===== config.mk =====
export PLATFORM = sky130hd
export DESIGN_NAME = flash_therm_encoder
export DESIGN_NICKNAME = d
export VERILOG_FILES = /design/src/rtl/flash_enc_pkg.sv /design/src/rtl/therm_bubble_filter.sv /design/src/rtl/therm_edge_detect.sv /design/src/rtl/onehot_to_bin.sv /design/src/rtl/flash_therm_encoder.sv
export SDC_FILE = /design/constraint.sdc
export NUM_CORES = 1
export LEC_CHECK = 0
export BUFFER_PORTS_ARGS = -buffer_cell sky130_fd_sc_hd__clkbuf_2
export CAP_MARGIN = 20
export CORE_MARGIN = 5
export CORE_UTILIZATION = 25
export CTS_BUF_LIST = sky130_fd_sc_hd__clkbuf_8
export CTS_CLUSTER_DIAMETER = 30
export DETAILED_ROUTE_END_ITERATION = 8
export GPL_ROUTABILITY_DRIVEN = 0
export GPL_TIMING_DRIVEN = 1
export SLEW_MARGIN = 20
export SYNTH_ARGS = -nofsm -noshare
export SYNTH_HDL_FRONTEND = slang
export SYNTH_SLANG_ARGS = --single-unit

===== constraint.sdc =====
create_clock -name clk -period 2.6 [get_ports clk]
set_input_delay 0.26 -clock clk [delete_from_list [all_inputs] [get_ports clk]]
set_output_delay 0.26 -clock clk [all_outputs]
set_load 0.02 [all_outputs]

===== src/rtl/flash_enc_pkg.sv =====
package flash_enc_pkg;

  // Apply the two active-low field inversions to a binary code.
  function automatic logic [7:0] fmt_word8(input logic [7:0] code,
                                           input logic msb_n,
                                           input logic lsb_n);
    logic [7:0] w;
    w[7]   = code[7] ^ ~msb_n;
    w[6:0] = code[6:0] ^ {7{~lsb_n}};
    return w;
  endfunction

endpackage


===== src/rtl/therm_bubble_filter.sv =====
module therm_bubble_filter #(
  parameter int N_BITS     = 255,
  parameter bit BUBBLE_FIX = 1'b1
) (
  input  logic [N_BITS-1:0] therm_i,
  output logic [N_BITS-1:0] therm_o
);

  generate
    if (BUBBLE_FIX) begin : g_vote
      for (genvar i = 0; i < N_BITS; i++) begin : g_bit
        logic below, above;
        // Virtual neighbours: a 1 below the lowest bit, a 0 above the top bit.
        if (i == 0) begin : g_lo_end
          assign below = 1'b1;
        end else begin : g_lo_mid
          assign below = therm_i[i-1];
        end
        if (i == N_BITS-1) begin : g_hi_end
          assign above = 1'b0;
        end else begin : g_hi_mid
          assign above = therm_i[i+1];
        end
        assign therm_o[i] = (below & therm_i[i]) | (below & above) | (therm_i[i] & above);
      end
    end else begin : g_pass
      assign therm_o = therm_i;
    end
  endgenerate

endmodule


===== src/rtl/therm_edge_detect.sv =====
module therm_edge_detect #(
  parameter int N_BITS = 255
) (
  input  logic [N_BITS-1:0] therm_i,
  output logic [N_BITS-1:0] hot_o
);

  // hot_o[i] marks the top of the run of ones: bit i set, bit i+1 clear.
  generate
    for (genvar i = 0; i < N_BITS; i++) begin : g_edge
      if (i == N_BITS-1) begin : g_top
        assign hot_o[i] = therm_i[i];
      end else begin : g_mid
        assign hot_o[i] = therm_i[i] & ~therm_i[i+1];
      end
    end
  endgenerate

endmodule


===== src/rtl/onehot_to_bin.sv =====
module onehot_to_bin #(
  parameter int CODE_W = 8,
  localparam int N_BITS = (1 << CODE_W) - 1
) (
  input  logic [N_BITS-1:0] hot_i,
  output logic [CODE_W-1:0] code_o
);

  // Position i stands for code i+1; the OR of all selected codes forms the result.
  always_comb begin
    code_o = '0;
    for (int i = 0; i < N_BITS; i++) begin
      code_o = code_o | ({CODE_W{hot_i[i]}} & CODE_W'(i + 1));
    end
  end

endmodule


===== src/rtl/flash_therm_encoder.sv =====
module flash_therm_encoder #(
  parameter bit BUBBLE_FIX = 1'b1,
  localparam int CODE_W = 8,
  localparam int N_CMP  = (1 << CODE_W) - 1
) (
  input  logic              clk,
  input  logic              rst,
  input  logic [N_CMP-1:0]  cmp_vec,
  input  logic              msb_inv_n,
  input  logic              lsb_inv_n,
  output logic [CODE_W-1:0] data_out
);
  import flash_enc_pkg::*;

  // Stage 1: sample register (comparator vector plus format controls).
  logic [N_CMP-1:0] cmp_q;
  logic             msbn_q, lsbn_q;

  always_ff @(posedge clk) begin
    if (rst) begin
      cmp_q  <= '0;
      msbn_q <= 1'b1;
      lsbn_q <= 1'b1;
    end else begin
      cmp_q  <= cmp_vec;
      msbn_q <= msb_inv_n;
      lsbn_q <= lsb_inv_n;
    end
  end

  // Encode path between the two stages.
  logic [N_CMP-1:0]  therm_clean;
  logic [N_CMP-1:0]  hot;
  logic [CODE_W-1:0] bin_code;

  therm_bubble_filter #(.N_BITS(N_CMP), .BUBBLE_FIX(BUBBLE_FIX)) u_filter (
    .therm_i (cmp_q),
    .therm_o (therm_clean)
  );

  therm_edge_detect #(.N_BITS(N_CMP)) u_edge (
    .therm_i (therm_clean),
    .hot_o   (hot)
  );

  onehot_to_bin #(.CODE_W(CODE_W)) u_enc (
    .hot_i  (hot),
    .code_o (bin_code)
  );

  // Stage 2: output register.
  always_ff @(posedge clk) begin
    if (rst) data_out <= '0;
    else     data_out <= fmt_word8(bin_code, msbn_q, lsbn_q);
  end


  thermo_onehot_chk: assert property (@(posedge clk) disable iff (rst)
    ((cmp_q & (cmp_q + 1'b1)) == '0) |-> $onehot0(hot));


  sat_full_chk: assert property (@(posedge clk) disable iff (rst)
    ((&cmp_q) && msbn_q && lsbn_q) |=> (data_out == 8'hFF));


  msb_fmt_chk: assert property (@(posedge clk) disable iff (rst)
    (!msbn_q) |=> (data_out[7] == ~$past(bin_code[7])));


  lsb_fmt_chk: assert property (@(posedge clk) disable iff (rst)
    (!lsbn_q) |=> (data_out[6:0] == ~$past(bin_code[6:0])));


  rst_clear_chk: assert property (@(posedge clk)
    rst |=> (data_out == '0 && cmp_q == '0));

endmodule


==> reports/summary.log, run 1 <==
qor: clocking.tritoncts_num_sinks 265
qor: cells_and_area.finish.net_count 2431
qor: timing.final_period_minus_worst_setup_slack 2.69 ns
qor: grt.grt.overflow.total 0
qor: timing.clock_skew 0.0502 ns
qor: timing.fmax 0.372 GHz
qor: floorplan.die_height 242 µm
qor: timing.finalMaxSlewViolations 0
qor: setup_path.crit_required 3.15 ns
qor: synth.synth_top_flop_cell sky130_fd_sc_hd__dfxtp_1
qor: setup_path.critPathMaxFanout 6
qor: routing.drt-vias-per-instance 4.74
qor: setup_path.regToRegEndpoint data_out[7]
qor: placed_design.place_area 16400 µm²
qor: power_and_ir_drop.power.sequential.fraction 37.3%
qor: placed_design.numPortBuffers 266
qor: clocking.clk_pin_slew_worst_paths 0.05 ns
qor: floorplan.design.die.area 58600 µm²
qor: setup_path.timing.critical_path.cells and4bb_2, a211oi_4, o2111ai_2, or4_4, or3_4, or2_1, or4_1, a21oi_1
qor: routing.post-route-drc-count 0
qor: cells_and_area.final_cell_mix sky130_fd_sc_hd__nor2b_1 (312), sky130_fd_sc_hd__clkbuf_2 (265), sky130_fd_sc_hd__dlygate4sd3_1 (257)
qor: synth.synth_sequential_area_ratio 39.4%
qor: power_and_ir_drop.p_sw 3.46 mW
qor: grt.grt_start_max_net_pins 70
qor: cells_and_area.area_added_between_synthesis_and_finish 53.4%
qor: setup_path.slowest_delay 0.48 ns
qor: timing.rsz0062_at_grt yes
qor: synth.syn-num-nets 1765
qor: min_path.hold_depth 2
qor: grt.first_global_vias 14400
qor: power_and_ir_drop.power.ir.vdd_worst 0.257 mV
qor: floorplan.start_util 25.1%
qor: synth.synth_seq_cells 265
qor: cells_and_area.final_layout_size_suffix_gt1_share 24.7%
qor: setup_path.reg2regPathDepth 8
qor: power_and_ir_drop.p_leak 8.94 nW
qor: power_and_ir_drop.p_sw_share 27.8%
qor: clocking.clk_latency 0.62 ns
qor: power_and_ir_drop.clock_power_share 45.3%
qor: synth.synth_cells 1506
qor: routing.vias 13800
qor: timing.tns_setup -0.101 ns
qor: setup_path.timing.critical_path.arrival 3.24 ns
qor: setup_path.cp_slowest_cell sky130_fd_sc_hd__or4_1
qor: grt.grt_antenna_before_repair 1
qor: setup_path.startpoint_type flop
qor: outcome.failed_checks negative setup slack
qor: power_and_ir_drop.power_per_cell_area 602 nW/µm²
qor: floorplan.floorplan.die.width 242 µm
qor: setup_path.crit-reg2reg-launch cmp_q[234]
qor: synth.synthArstFlopShare 0%
qor: floorplan.fp.coreArea 53600 µm²
qor: min_path.worstHoldStart rst
qor: min_path.hold_path_class input pin to flop
qor: synth.post_synth_instance_area 13500 µm²
qor: power_and_ir_drop.power_report.internal_total 8.97 mW
qor: timing.setup_slack -0.0891 ns
qor: clocking.cts_made_buffers 66
qor: placed_design.dpl.hpwl 45.1 mm
qor: timing.min_period_over_period 103%
qor: clocking.clk_root_buffer_cell sky130_fd_sc_hd__clkbuf_8
qor: routing.antenna_left 0
qor: setup_path.worstSetupEndpointType flop
qor: timing.max-slew-margin-rel 39.6%
qor: cells_and_area.final_core_util 38.5%
qor: clocking.cts_max_level 3
qor: outcome.outcome complete, but fails checks
qor: synth.synth_warnings 0
qor: timing.finalSetupViolCount 2
qor: cells_and_area.commonest_non_fill_non_tap_cell_in_the_layout sky130_fd_sc_hd__nor2b_1
qor: routing.routedWlPerCell 19.8 µm
qor: power_and_ir_drop.pwr-share-comb 17.4%
qor: cells_and_area.filler_cell_count 5438
qor: routing.postRouteWirelength 57.7 mm
qor: routing.drt_first_pass_iters 6
qor: clocking.clock_path_buffers 3
qor: floorplan.num_rows 85
qor: floorplan.io_pins 267
qor: cells_and_area.post-route-cell-area 20700 µm²
qor: grt.grtUsageTotal 18.9%
qor: clocking.cts_tree done
qor: timing.worst_pin_slew 0.897 ns
qor: synth.synth_enable_flop_cells 0
qor: routing.detailedRoute.firstIterationViolations 1150
qor: min_path.whs_endpoint cmp_q[95]
qor: synth.average_instance_area_after_synthesis 8.94 µm²
qor: setup_path.regToRegSetupSlack -0.09 ns
qor: timing.hold_violations 0
qor: synth.synth.distinct_cells 74
qor: setup_path.criticalPathCategory flop to flop
qor: grt.global_route_wire_length_before_repair 85.5 mm
qor: flow_run.number_of_maximum_capacitance_violations 0
qor: placed_design.pre_cts_slack -0.260 ns
[routing by layer]
| layer | share of wire [%] | track usage [%] | vias up |
|---|---|---|---|
| met2 | 46 | 30.8 | 633 |
| met3 | 6.6 | 3.52 | 160 |
| met1 | 43 | 24.0 | 6476 |
| met5 | 0 | 0 | - |
| li1 | - | - | 6580 |
| met4 | 4.5 | 9.23 | 0 |
[flip-flops by register name, summed over array words and instances (netlist names)]
register	count
cmp_q	255
data_out	8
lsbn_q	1
msbn_q	1
[synthesized netlist by cell type, types with 15 or more instances]
cell type | n | area, µm²
sky130_fd_sc_hd__nor3b_1 | 24 | 180
sky130_fd_sc_hd__nor2_1 | 27 | 101
sky130_fd_sc_hd__or3_1 | 16 | 100
sky130_fd_sc_hd__a32oi_1 | 16 | 140
sky130_fd_sc_hd__nor2b_1 | 315 | 1970
sky130_fd_sc_hd__xnor2_1 | 58 | 508
sky130_fd_sc_hd__nand2b_1 | 15 | 93.8
sky130_fd_sc_hd__nand2_1 | 90 | 338
sky130_fd_sc_hd__xor2_1 | 157 | 1380
sky130_fd_sc_hd__nor3_1 | 26 | 130
sky130_fd_sc_hd__o21ai_0 | 49 | 245
sky130_fd_sc_hd__o22ai_1 | 15 | 93.8
sky130_fd_sc_hd__clkbuf_1 | 40 | 150
sky130_fd_sc_hd__inv_1 | 50 | 188
sky130_fd_sc_hd__a21oi_1 | 21 | 105
sky130_fd_sc_hd__nand3b_1 | 72 | 541
sky130_fd_sc_hd__nor4_1 | 18 | 113
sky130_fd_sc_hd__dfxtp_1 | 265 | 5310
sky130_fd_sc_hd__nand4_1 | 29 | 181
sky130_fd_sc_hd__nand3_1 | 29 | 145
[layout make-up]
type | instances | area [µm²] | share of cell area (%)
Tap cell | 696 | 871 | 4.22
Multi-Input combinational cell | 1147 | 7940 | 38.4
Antenna cell | 2 | 5.00 | 0.0242
Sequential cell | 265 | 5340 | 25.8
Timing Repair Buffer | 642 | 4830 | 23.4
Clock inverter | 45 | 487 | 2.36
Clock buffer | 73 | 1000 | 4.86
Inverter | 50 | 188 | 0.908
[worst max-delay path: cells and delay by family (launching register included)]
kind | cells | cell delay, ns
compound gates | 3 | 0.52
simple gates | 5 | 1.77
flops | 1 | 0.36
[stage by stage]
| step | std cells | hold WS [ns] | power, mW |
|---|---|---|---|
| detailed placement | 2536 | 0.452 | 6.44 |
| finish | 2920 | 0.0689 | 12.4 |
| global placement | 2536 | 0.452 | 6.42 |
| global route | 2919 | 0.0839 | 12.9 |
| CTS | 2914 | 0.0540 | 12.5 |
| floorplan | 1506 | 0.364 | 5.56 |
[power groups by stage]
stage	clock network [mW]	logic (mW)	registers, mW
6_report	5.63	2.16	4.64
5_1_grt	5.96	2.30	4.66
4_1_cts	5.74	2.09	4.62
3_5_place_dp	0	1.74	4.70
3_3_place_gp	0	1.72	4.70
2_1_floorplan	0	0.957	4.61
[cells by family after synthesis]
logic type	count (synthesis)	synth area share [%]
flip-flops	265	39.4
XOR/XNOR	215	14.0
AND/OR/NAND/NOR	725	33.0
multiplexers	6	0.446
buffers and inverters	94	2.69
AO/OA/AOI/OAI	201	10.5
[worst max-delay path by stage]
| stage | start | end | slack [ns] | cells after the start |
|---|---|---|---|---|
| 2_1_floorplan | cmp_q[210] | data_out[7] | 0.04 | 9 |
| 3_3_place_gp | cmp_q[233] | data_out[7] | -0.13 | 8 |
| 3_5_place_dp | cmp_q[233] | data_out[7] | -0.26 | 8 |
| 4_1_cts | cmp_q[234] | data_out[7] | -0.07 | 8 |
| 5_1_grt | cmp_q[234] | data_out[7] | -0.15 | 8 |
| 6_report | cmp_q[234] | data_out[7] | -0.09 | 8 |
[what timing repair did]
action,CTS,global route
setup buffers,3,4
endpoints found under the hold margin,257,0
resized for setup,27,30
hold buffers,257,0
pin swaps,10,14
endpoints found under the setup margin,4,5
No activity file was read; power rests on OpenSTA's default activity.
==> inputs of run 2 (changes only) <==
- clock period: 2.6 -> 2.5 ns (I/O delays scaled with it)
==> run 2 against run 1 <==
The run still ends with negative setup slack left. Clock skew down 0.022 ns. Power up 2.7%. Sequential share of layout area down 0.60 points. First-iteration DRC count down 3.3%. Clock power down 0.9%. Global-route usage down 0.18 points.
==> reports/summary.log, run 2 (synthesized netlist as in run 1, its figures left out) <==
qor: placed_design.numPortBuffers 266
qor: timing.finalMaxSlewViolations 0
qor: outcome.failed_checks negative setup slack
qor: setup_path.crit-reg2reg-launch cmp_q[234]
qor: clocking.cts_tree done
qor: clocking.cts_made_buffers 60
qor: min_path.whs_endpoint cmp_q[125]
qor: power_and_ir_drop.power.sequential.fraction 37.6%
qor: floorplan.floorplan.die.width 242 µm
qor: setup_path.critPathMaxFanout 6
qor: cells_and_area.stdcell_count 2975
qor: routing.postRouteWirelength 57.8 mm
qor: cells_and_area.final_layout_size_suffix_gt1_share 27.0%
qor: timing.worst_pin_slew 0.875 ns
qor: setup_path.regToRegSetupSlack -0.19 ns
qor: routing.detailedRoute.firstIterationViolations 1112
qor: clocking.cts_max_level 2
qor: floorplan.io_pins 267
qor: clocking.clk_latency 0.64 ns
qor: cells_and_area.filler_cell_count 5338
qor: placed_design.placedCellCount 2599
qor: power_and_ir_drop.p_sw 3.68 mW
qor: setup_path.crit_required 3.05 ns
qor: power_and_ir_drop.power_report.internal_total 9.09 mW
qor: routing.vias 14000
qor: cells_and_area.largest_register cmp_q
qor: clocking.clk_pin_slew_worst_paths 0.06 ns
qor: routing.post-route-drc-count 0
qor: timing.hold_violations 0
qor: floorplan.num_rows 85
qor: timing.setup_slack -0.188 ns
qor: power_and_ir_drop.pwr-share-comb 18.7%
qor: power_and_ir_drop.power.ir.vdd_worst 0.344 mV
qor: power_and_ir_drop.p_leak 9.19 nW
qor: timing.fmax 0.372 GHz
qor: clocking.clk_root_buffer_cell sky130_fd_sc_hd__clkbuf_8
qor: power_and_ir_drop.clock_power_share 43.7%
qor: floorplan.start_util 25.1%
qor: timing.min_period_over_period 108%
qor: grt.grt.overflow.total 0
qor: outcome.outcome complete, but fails checks
qor: cells_and_area.largest_register_ff_count 255
qor: timing.finalSetupViolCount 2
qor: setup_path.startpoint_type flop
qor: flow_run.number_of_maximum_capacitance_violations 0
qor: setup_path.worstSetupEndpointType flop
qor: floorplan.design.die.area 58600 µm²
qor: grt.grt_start_max_net_pins 71
qor: cells_and_area.area_added_between_synthesis_and_finish 56.8%
qor: cells_and_area.multi_input_area 8030 µm²
qor: grt.global_route_wire_length_before_repair 84.9 mm
qor: grt.grtUsageTotal 18.7%
qor: timing.max-slew-margin-rel 40.9%
qor: min_path.hold_depth 2
qor: routing.drt-vias-per-instance 4.69
qor: clocking.clock_path_buffers 3
qor: clocking.tritoncts_num_sinks 265
qor: power_and_ir_drop.total_power 12.8 mW
qor: power_and_ir_drop.p_sw_share 28.8%
qor: power_and_ir_drop.power_per_cell_area 605 nW/µm²
qor: setup_path.regToRegEndpoint data_out[7]
qor: setup_path.reg2regPathDepth 8
qor: min_path.hold_path_class input pin to flop
qor: placed_design.dpl.hpwl 45.5 mm
qor: floorplan.fp.coreArea 53600 µm²
qor: routing.drt_first_pass_iters 5
qor: timing.final_period_minus_worst_setup_slack 2.69 ns
qor: floorplan.die_height 242 µm
qor: min_path.worstHoldStart rst
qor: setup_path.timing.critical_path.arrival 3.24 ns
qor: cells_and_area.commonest_non_fill_non_tap_cell_in_the_layout sky130_fd_sc_hd__nor2b_1
qor: routing.antenna_left 0
qor: grt.grt_antenna_before_repair 2
qor: cells_and_area.final_cell_mix sky130_fd_sc_hd__nor2b_1 (314), sky130_fd_sc_hd__clkbuf_2 (265), sky130_fd_sc_hd__dlygate4sd3_1 (257)
qor: timing.rsz0062_at_grt yes
qor: grt.first_global_vias 14400
qor: cells_and_area.ff_latch_area 5330 µm²
qor: timing.clock_skew 0.0284 ns
qor: cells_and_area.finish.net_count 2488
qor: setup_path.criticalPathCategory flop to flop
qor: routing.routedWlPerCell 19.4 µm
qor: cells_and_area.layout_top_registers cmp_q: 255 flops, data_out: 8 flops
## run 2: cell types whose count changed in the layout (fill, tap and decap cells not counted), moves of 6 or more
cell | previous run | this run
sky130_fd_sc_hd__buf_4 | 117 | 180
sky130_fd_sc_hd__clkbuf_8 | 73 | 65
sky130_fd_sc_hd__clkinv_2 | 15 | 7
sky130_fd_sc_hd__inv_6 | 0 | 10
sky130_fd_sc_hd__nor4_1 | 14 | 7
sky130_fd_sc_hd__nor4_2 | 2 | 8
## run 2: per-stage QoR
step	setup slack, ns	util [%]	cell area (µm²)	setup TNS, ns	hold WS (ns)
2_1_floorplan	-0.0597	-	13500	-0.0609	0.354
3_3_place_gp	-0.193	31.4	16800	-0.527	0.441
3_5_place_dp	-0.314	31.4	16800	-0.724	0.447
4_1_cts	-0.203	39.0	20900	-0.300	0.0276
5_1_grt	-0.277	39.4	21100	-0.468	0.0555
6_report	-0.188	39.4	21100	-0.286	0.0445
## run 2: critical path, stage by stage, from the launching register on
cell	delay, ns
sky130_fd_sc_hd__dfxtp_4	0.37
sky130_fd_sc_hd__and4bb_1	0.22
sky130_fd_sc_hd__a211oi_2	0.24
sky130_fd_sc_hd__o2111ai_1	0.15
sky130_fd_sc_hd__or4_4	0.47
sky130_fd_sc_hd__or3_1	0.35
sky130_fd_sc_hd__or2_1	0.23
sky130_fd_sc_hd__or4_1	0.48
sky130_fd_sc_hd__a21oi_1	0.13
## run 2: metal layers
metal / GRT usage [%] / vias to the layer above / routed length (µm)
met3: 3.95 / 144 / 3800
met2: 31.1 / 575 / 26500
li1: - / 6695 / -
met1: 23.5 / 6552 / 24800
met5: 0 / - / 0
met4: 8.04 / 0 / 2690
## run 2: timing repair
action / 4_1_cts / 5_1_grt
pin swaps: 3 / 17
hold endpoints to repair: 257 / 0
setup buffers: 2 / 5
gates resized for setup: 20 / 47
setup endpoints to repair: 6 / 8
hold buffers: 257 / 0
## run 2: how the worst max path moves through the flow
stage / slack (ns) / start / end
floorplan: -0.06 / cmp_q[210] / data_out[7]
global placement: -0.19 / cmp_q[75] / data_out[6]
detailed placement: -0.31 / cmp_q[233] / data_out[7]
CTS: -0.20 / cmp_q[234] / data_out[7]
global route: -0.28 / cmp_q[234] / data_out[7]
finish: -0.19 / cmp_q[234] / data_out[7]
## run 2: power groups by stage
stage          sequential, mW  combinational (mW)  clock, mW
5_1_grt                  4.83                2.54       5.90
2_1_floorplan            4.79               0.996          0
6_report                 4.80                2.39       5.58
3_3_place_gp             4.87                1.89          0
3_5_place_dp             4.88                1.91          0
4_1_cts                  4.79                2.28       5.68
## run 2: layout make-up
type / instances / area share (%)
inverter: 50 / 0.889
multi-input combinational: 1147 / 38.0
antenna: 1 / 0.0118
clock inverter: 46 / 2.39
tap: 696 / 4.12
sequential: 265 / 25.2
clock buffer: 65 / 4.24
timing repair buffer: 705 / 25.1
